$ cat src/rtl/gpio_port_pkg.sv
package gpio_port_pkg;

    localparam int PORT_W_DEF = 8;
    localparam int IRQ_W_DEF  = 4;
    localparam int ADDR_W_DEF = 5;
    localparam int SYNC_STAGES_DEF = 2;

    // Register byte offsets
    localparam int OFS_DATA = 'h00;
    localparam int OFS_DIR  = 'h04;
    localparam int OFS_INH  = 'h10;

    typedef enum logic [1:0] {
        SEL_NONE = 2'd0,
        SEL_DATA = 2'd1,
        SEL_DIR  = 2'd2,
        SEL_INH  = 2'd3
    } reg_sel_e;

endpackage

$ cat src/rtl/gpio_sync.sv
module gpio_sync #(
    parameter int W      = 8,
    parameter int STAGES = 2
) (
    input  logic         clk,
    input  logic         rst_n,
    input  logic [W-1:0] d,
    output logic [W-1:0] q
);

    logic [W-1:0] stg [STAGES];
    logic         seen_edge;

    always_ff @(posedge clk or negedge rst_n) begin
        if (!rst_n) begin
            stg[0] <= '0;
        end else begin
            stg[0] <= d;
        end
    end

    generate
        for (genvar s = 1; s < STAGES; s++) begin : g_stage
            always_ff @(posedge clk or negedge rst_n) begin
                if (!rst_n) begin
                    stg[s] <= '0;
                end else begin
                    stg[s] <= stg[s-1];
                end
            end
        end
    endgenerate

    assign q = stg[STAGES-1];

    always_ff @(posedge clk or negedge rst_n) begin
        if (!rst_n) begin
            seen_edge <= 1'b0;
        end else begin
            seen_edge <= 1'b1;
        end
    end

    AST_SYNC_CAPTURE: assert property (@(posedge clk) disable iff (!rst_n)
        seen_edge |-> (stg[0] == $past(d)));

endmodule

$ cat src/rtl/gpio_port_regs.sv
module gpio_port_regs
    import gpio_port_pkg::*;
#(
    parameter int PORT_W = PORT_W_DEF
) (
    input  logic              clk,
    input  logic              rst_n,
    input  logic              wr_en,
    input  reg_sel_e          wr_sel,
    input  logic [PORT_W-1:0] wr_data,
    output logic [PORT_W-1:0] dir_q,
    output logic [PORT_W-1:0] lat_q,
    output logic [PORT_W-1:0] inh_q
);

    always_ff @(posedge clk or negedge rst_n) begin
        if (!rst_n) begin
            dir_q <= '0;
            lat_q <= '0;
            inh_q <= '0;
        end else if (wr_en) begin
            unique case (wr_sel)
                SEL_DATA: lat_q <= wr_data;
                SEL_DIR:  dir_q <= wr_data;
                SEL_INH:  inh_q <= wr_data;
                SEL_NONE: ;
            endcase
        end
    end

    AST_DIR_LOAD: assert property (@(posedge clk) disable iff (!rst_n)
        (wr_en && wr_sel == SEL_DIR) |=> (dir_q == $past(wr_data)));
    AST_LATCH_LOAD: assert property (@(posedge clk) disable iff (!rst_n)
        (wr_en && wr_sel == SEL_DATA) |=> (lat_q == $past(wr_data)));
    AST_LATCH_HOLD: assert property (@(posedge clk) disable iff (!rst_n)
        !(wr_en && wr_sel == SEL_DATA) |=> $stable(lat_q));

endmodule

$ cat src/rtl/gpio_pad_ctrl.sv
module gpio_pad_ctrl #(
    parameter int PORT_W = 8
) (
    input  logic              clk,
    input  logic              rst_n,
    input  logic              mask_pd_off,
    input  logic [PORT_W-1:0] dir_q,
    input  logic [PORT_W-1:0] lat_q,
    input  logic [PORT_W-1:0] inh_q,
    output logic [PORT_W-1:0] pin_out,
    output logic [PORT_W-1:0] pin_oe,
    output logic [PORT_W-1:0] pin_pd_en
);

    generate
        for (genvar i = 0; i < PORT_W; i++) begin : g_pin
            assign pin_out[i]   = lat_q[i];
            assign pin_oe[i]    = dir_q[i];
            assign pin_pd_en[i] = !dir_q[i] && !inh_q[i] && !mask_pd_off;
        end
    endgenerate

    AST_PD_MASKED: assert property (@(posedge clk) disable iff (!rst_n)
        mask_pd_off |-> (pin_pd_en == '0));
    AST_PD_ONLY_INPUT: assert property (@(posedge clk) disable iff (!rst_n)
        ((pin_pd_en & pin_oe) == '0));

endmodule

$ cat src/rtl/gpio_port_ctrl.sv
module gpio_port_ctrl
    import gpio_port_pkg::*;
#(
    parameter int PORT_W      = PORT_W_DEF,
    parameter int IRQ_W       = IRQ_W_DEF,
    parameter int ADDR_W      = ADDR_W_DEF,
    parameter int SYNC_STAGES = SYNC_STAGES_DEF
) (
    input  logic              clk,
    input  logic              rst_n,
    input  logic              mask_pd_off,
    input  logic              wr_en,
    input  logic [ADDR_W-1:0] addr,
    input  logic [PORT_W-1:0] wr_data,
    output logic [PORT_W-1:0] rd_data,
    input  logic [PORT_W-1:0] pin_in,
    output logic [PORT_W-1:0] pin_out,
    output logic [PORT_W-1:0] pin_oe,
    output logic [PORT_W-1:0] pin_pd_en,
    output logic [IRQ_W-1:0]  irq_pins
);

    localparam logic [ADDR_W-1:0] A_DATA = ADDR_W'(OFS_DATA);
    localparam logic [ADDR_W-1:0] A_DIR  = ADDR_W'(OFS_DIR);
    localparam logic [ADDR_W-1:0] A_INH  = ADDR_W'(OFS_INH);

    reg_sel_e          sel;
    logic [PORT_W-1:0] dir_q, lat_q, inh_q, pin_sync;

    always_comb begin
        if (addr == A_DATA)      sel = SEL_DATA;
        else if (addr == A_DIR)  sel = SEL_DIR;
        else if (addr == A_INH)  sel = SEL_INH;
        else                     sel = SEL_NONE;
    end

    gpio_sync #(.W(PORT_W), .STAGES(SYNC_STAGES)) u_sync (
        .clk   (clk),
        .rst_n (rst_n),
        .d     (pin_in),
        .q     (pin_sync)
    );

    gpio_port_regs #(.PORT_W(PORT_W)) u_regs (
        .clk     (clk),
        .rst_n   (rst_n),
        .wr_en   (wr_en),
        .wr_sel  (sel),
        .wr_data (wr_data),
        .dir_q   (dir_q),
        .lat_q   (lat_q),
        .inh_q   (inh_q)
    );

    gpio_pad_ctrl #(.PORT_W(PORT_W)) u_pad (
        .clk         (clk),
        .rst_n       (rst_n),
        .mask_pd_off (mask_pd_off),
        .dir_q       (dir_q),
        .lat_q       (lat_q),
        .inh_q       (inh_q),
        .pin_out     (pin_out),
        .pin_oe      (pin_oe),
        .pin_pd_en   (pin_pd_en)
    );

    // Read mux: output pins return the latch, input pins the pad
    always_comb begin
        unique case (sel)
            SEL_DATA: rd_data = (dir_q & lat_q) | (~dir_q & pin_sync);
            SEL_DIR:  rd_data = dir_q;
            SEL_INH:  rd_data = '0;
            SEL_NONE: rd_data = '0;
        endcase
    end

    assign irq_pins = pin_sync[IRQ_W-1:0];

    AST_INH_READS_ZERO: assert property (@(posedge clk) disable iff (!rst_n)
        (addr == A_INH) |-> (rd_data == '0));
    AST_OUT_PIN_READS_LATCH: assert property (@(posedge clk) disable iff (!rst_n)
        (addr == A_DATA) |-> ((rd_data & pin_oe) == (pin_out & pin_oe)));
    AST_IRQ_TRACKS_READ: assert property (@(posedge clk) disable iff (!rst_n)
        (addr == A_DATA) |-> ((rd_data[IRQ_W-1:0] & ~pin_oe[IRQ_W-1:0]) ==
                              (irq_pins & ~pin_oe[IRQ_W-1:0])));

endmodule

$ cat config.mk
export PLATFORM = sky130hd
export DESIGN_NAME = gpio_port_ctrl
export DESIGN_NICKNAME = d
export VERILOG_FILES = /design/src/rtl/gpio_port_pkg.sv /design/src/rtl/gpio_sync.sv /design/src/rtl/gpio_port_regs.sv /design/src/rtl/gpio_pad_ctrl.sv /design/src/rtl/gpio_port_ctrl.sv
export SDC_FILE = /design/constraint.sdc
export NUM_CORES = 1
export LEC_CHECK = 0
export CAP_MARGIN = 20
export CORE_MARGIN = 2
export CORE_UTILIZATION = 41
export DETAILED_ROUTE_END_ITERATION = 7
export PLACE_DENSITY = 0.8
export SYNTH_ARGS = -nofsm -noshare
export SYNTH_HDL_FRONTEND = slang
export SYNTH_HIERARCHICAL = 1
export SYNTH_SLANG_ARGS = --single-unit
$ cat constraint.sdc
create_clock -name clk -period 1.2 [get_ports clk]
set_clock_uncertainty 0.05 [all_clocks]
set_input_delay 0.12 -clock clk [delete_from_list [all_inputs] [get_ports clk]]
set_output_delay 0.12 -clock clk [all_outputs]
set_load 0.05 [all_outputs]
==> impl_metrics.json <==
{
  "pwr-share-seq": 0.327,
  "drive_gt1_frac": 0.657,
  "antenna_found_initial": 0,
  "power_mw": 5.17,
  "insertion_delay_ns": 0.29,
  "grt_max_degree": 41,
  "layoutNonFillerInstCount": 250,
  "vias": 1222,
  "core_area_um2": 4290,
  "area_delta_synth_final_pct": 76.4,
  "drcViolationCount": 0,
  "initial_utilization": 0.422,
  "fin_crit_sh": 1.31,
  "ys_types": 15,
  "grt_use_total": 0.193,
  "grt_overflow": 0,
  "nets": 222,
  "setup_viol": 41,
  "peakVddDrop_mv": 0.927,
  "max_stage_delay_ns": 0.41,
  "postSynthAreaPerCell_um2": 13.9,
  "cts.path.max_buffers": 2,
  "gp_congestion": 0.910,
  "ant_nets": 0,
  "min_period_ns": 1.57,
  "cp_max_fo": 2,
  "multi_input_area_um2": 826,
  "max_cap_violations": 0,
  "dieWidth_um": 70.5,
  "route.detailed.wl_per_inst_um": 17.8,
  "setup_slack_ns": -0.371,
  "synth_top_area_frac": 0.553,
  "max_clock_freq_ghz": 0.637,
  "syn_nets": 155,
  "clock_power_share": 0.175,
  "worst_pin_slew_ns": 0.289,
  "yosysWarnings": 6,
  "regArea_um2": 1000,
  "place_inst": 236,
  "dr.pass1.iters": 4,
  "regToRegStartpoint": "u_regs/dir_q[6]$_DFFE_PN0P_",
  "root_buffer": "clkbuf_8",
  "synth_most_common_cell": "dfrtp_1",
  "h-tree-depth": 2,
  "hold_class": "input port to flip-flop",
  "pre_cts_ws_ns": -0.765,
  "ff2ff_path_depth": 3,
  "io_pins": 61,
  "failed_checks": "negative setup slack",
  "hold_violations": 0,
  "p_per_area_nw_per_um2": 1620,
  "wl_mm": 4.45,
  "cp.required_ns": 1.03,
  "drtIter0Drc": 32,
  "synth_cells": 130,
  "synth_commonest_cells": "dfrtp_1, buf_4, mux2_2",
  "netSwitchingFraction": 0.365,
  "port_buffers": 60,
  "synth_enable_flop_cells": 0,
  "std_cell_rows": 24,
  "final_util": 0.744,
  "pwr-share-comb": 0.498,
  "ys_seq_elements": 40,
  "tns_ns": -5.28,
  "cts.sinks": 40,
  "cp.arrival_ns": 1.40,
  "slew_violations": 0,
  "die_y_um": 70.5,
  "via_per_inst": 4.89,
  "ys_seq_area_frac": 0.553,
  "grt_pass1_vias": 1369,
  "p_int_mw": 3.28,
  "dieArea_um2": 4960,
  "ys.flop_type": "dfrtp_1",
  "crit_end": "rd_data[3]",
  "worst-r2r-setup-slack_ns": 0.14,
  "synth_top_area_cell": "dfrtp_1",
  "num-fill-cells": 261,
  "p_leak_nw": 1.41,
  "start_kind": "flip-flop",
  "rsz0062_at_grt": "true",
  "netlist_area_um2": 1810,
  "end_kind": "output port",
  "status": "finished, violations left",
  "antennaDiodeCount": 0,
  "synthArstFlopShare": 1.00,
  "r2r-end": "u_regs/dir_q[6]$_DFFE_PN0P_",
  "switchingPower_mw": 1.89,
  "grt_pass1_wl_mm": 7.07,
  "synth_area_leaders": "dfrtp_1, mux2_2, buf_4",
  "cts_tree": "yes",
  "numCtsBuffers": 5,
  "cp_cell_sequence": "or3b_4 > a21oi_4 > buf_12",
  "setup.worst_path.class": "flip-flop to output port",
  "slowest_stage": "dfrtp_1",
  "dp_hpwl_mm": 3.18,
  "worstSetupStartpoint": "u_regs/dir_q[3]$_DFFE_PN0P_",
  "clk_pin_slew_ns": 0.07,
  "slew_headroom": 0.807
}
==> worst max-delay path: cells and delay by family (launching register included) <==
family	cells	cell delay, ns
AOI/OAI and AO/OA	1	0.16
DFF	1	0.41
buffers and inverters	1	0.15
and+or+nand+nor	1	0.39
==> logic make-up (layout without fill, tap and decap cells) <==
logic type | after synthesis | in the layout | share of synthesized area
AOI/OAI and AO/OA | 16 | 16 | 0.0608
xor gates and xnor gates | 1 | 1 | 0.00484
buffers and inverters | 27 | 95 | 0.115
DFF | 40 | 40 | 0.553
muxes | 24 | 24 | 0.149
and+or+nand+nor | 22 | 22 | 0.117
==> repair_timing <==
item | 4_1_cts | 5_1_grt
hold buffers | 1 | 0
setup buffers | 4 | 2
endpoints found under the setup margin | 40 | 44
endpoints found under the hold margin | 40 | 0
resized for setup | 32 | 4
pin swaps | 5 | 3
==> sequential cells by signal, summed over array words and instances (netlist names) <==
name / cells
u_regs/inh_q: 8
u_regs/lat_q: 8
u_sync/q: 8
u_sync/stg: 8
u_regs/dir_q: 8
==> worst min-delay path by stage <==
stage / startpoint / end / slack [ns] / cells past startpoint
final: pin_in[0] / u_sync/stg[8]$_DFF_PN0_ / 0.21 / 1
after global placement: rst_n / u_sync/q[6]$_DFF_PN0_ / 0.05 / 2
after global routing: pin_in[6] / u_sync/stg[14]$_DFF_PN0_ / 0.20 / 1
after detailed placement: rst_n / u_sync/q[6]$_DFF_PN0_ / 0.06 / 2
after floorplan: rst_n / u_regs/dir_q[0]$_DFFE_PN0P_ / -0.23 / 0
after CTS: pin_in[0] / u_sync/stg[8]$_DFF_PN0_ / 0.20 / 1
==> placed cells by master (no fill, tap or decap) <==
cell type,netlist,final
buf_6,2,7
nand3_2,1,1
buf_2,1,2
clkinv_2,0,2
clkdlybuf4s50_1,0,18
clkdlybuf4s15_2,0,1
dfrtp_1,40,40
nor3_4,1,8
buf_8,0,1
buf_4,24,18
nand3b_4,0,2
clkbuf_8,0,6
or4_4,1,1
dlygate4sd3_1,0,1
o21ai_1,8,8
buf_12,0,38
or3b_4,0,8
a21oi_4,0,8
nor4_4,0,2
dlygate4sd2_1,0,1
mux2_4,0,9
xnor2_4,0,1
mux2_2,24,15
==> power by group through the flow <==
stage | logic [mW] | registers (mW) | clock network [mW]
2_1_floorplan | 1.39 | 1.69 | 0
4_1_cts | 2.56 | 1.69 | 0.941
6_report | 2.58 | 1.69 | 0.903
5_1_grt | 2.67 | 1.71 | 1.00
3_3_place_gp | 2.43 | 1.68 | 0
3_5_place_dp | 2.48 | 1.70 | 0
==> area by class of cell <==
class | instances | share of cell area
flip-flops and latches | 40 | 0.313
repair buffers | 87 | 0.379
well taps | 52 | 0.0204
clock buffers | 6 | 0.0259
multi-input cells | 63 | 0.259
clock inverters | 2 | 0.00313
==> layer usage <==
| metal | GRT usage | part of all wire | up-vias |
|---|---|---|---|
| li1 | - | - | 570 |
| met1 | 0.229 | 0.40 | 605 |
| met2 | 0.336 | 0.53 | 41 |
| met3 | 0.0563 | 0.056 | 6 |
| met4 | 0.0577 | 0.013 | 0 |
| met5 | 0 | 0 | - |
==> stage by stage <==
step                area [um^2]  hold WS (ns)
floorplan                  2020        -0.226
finish                     3190         0.213
global route               3190         0.204
detailed placement         2980        0.0566
global placement           2980        0.0451
CTS                        3180         0.200
Power figures use the tool's default switching activity.
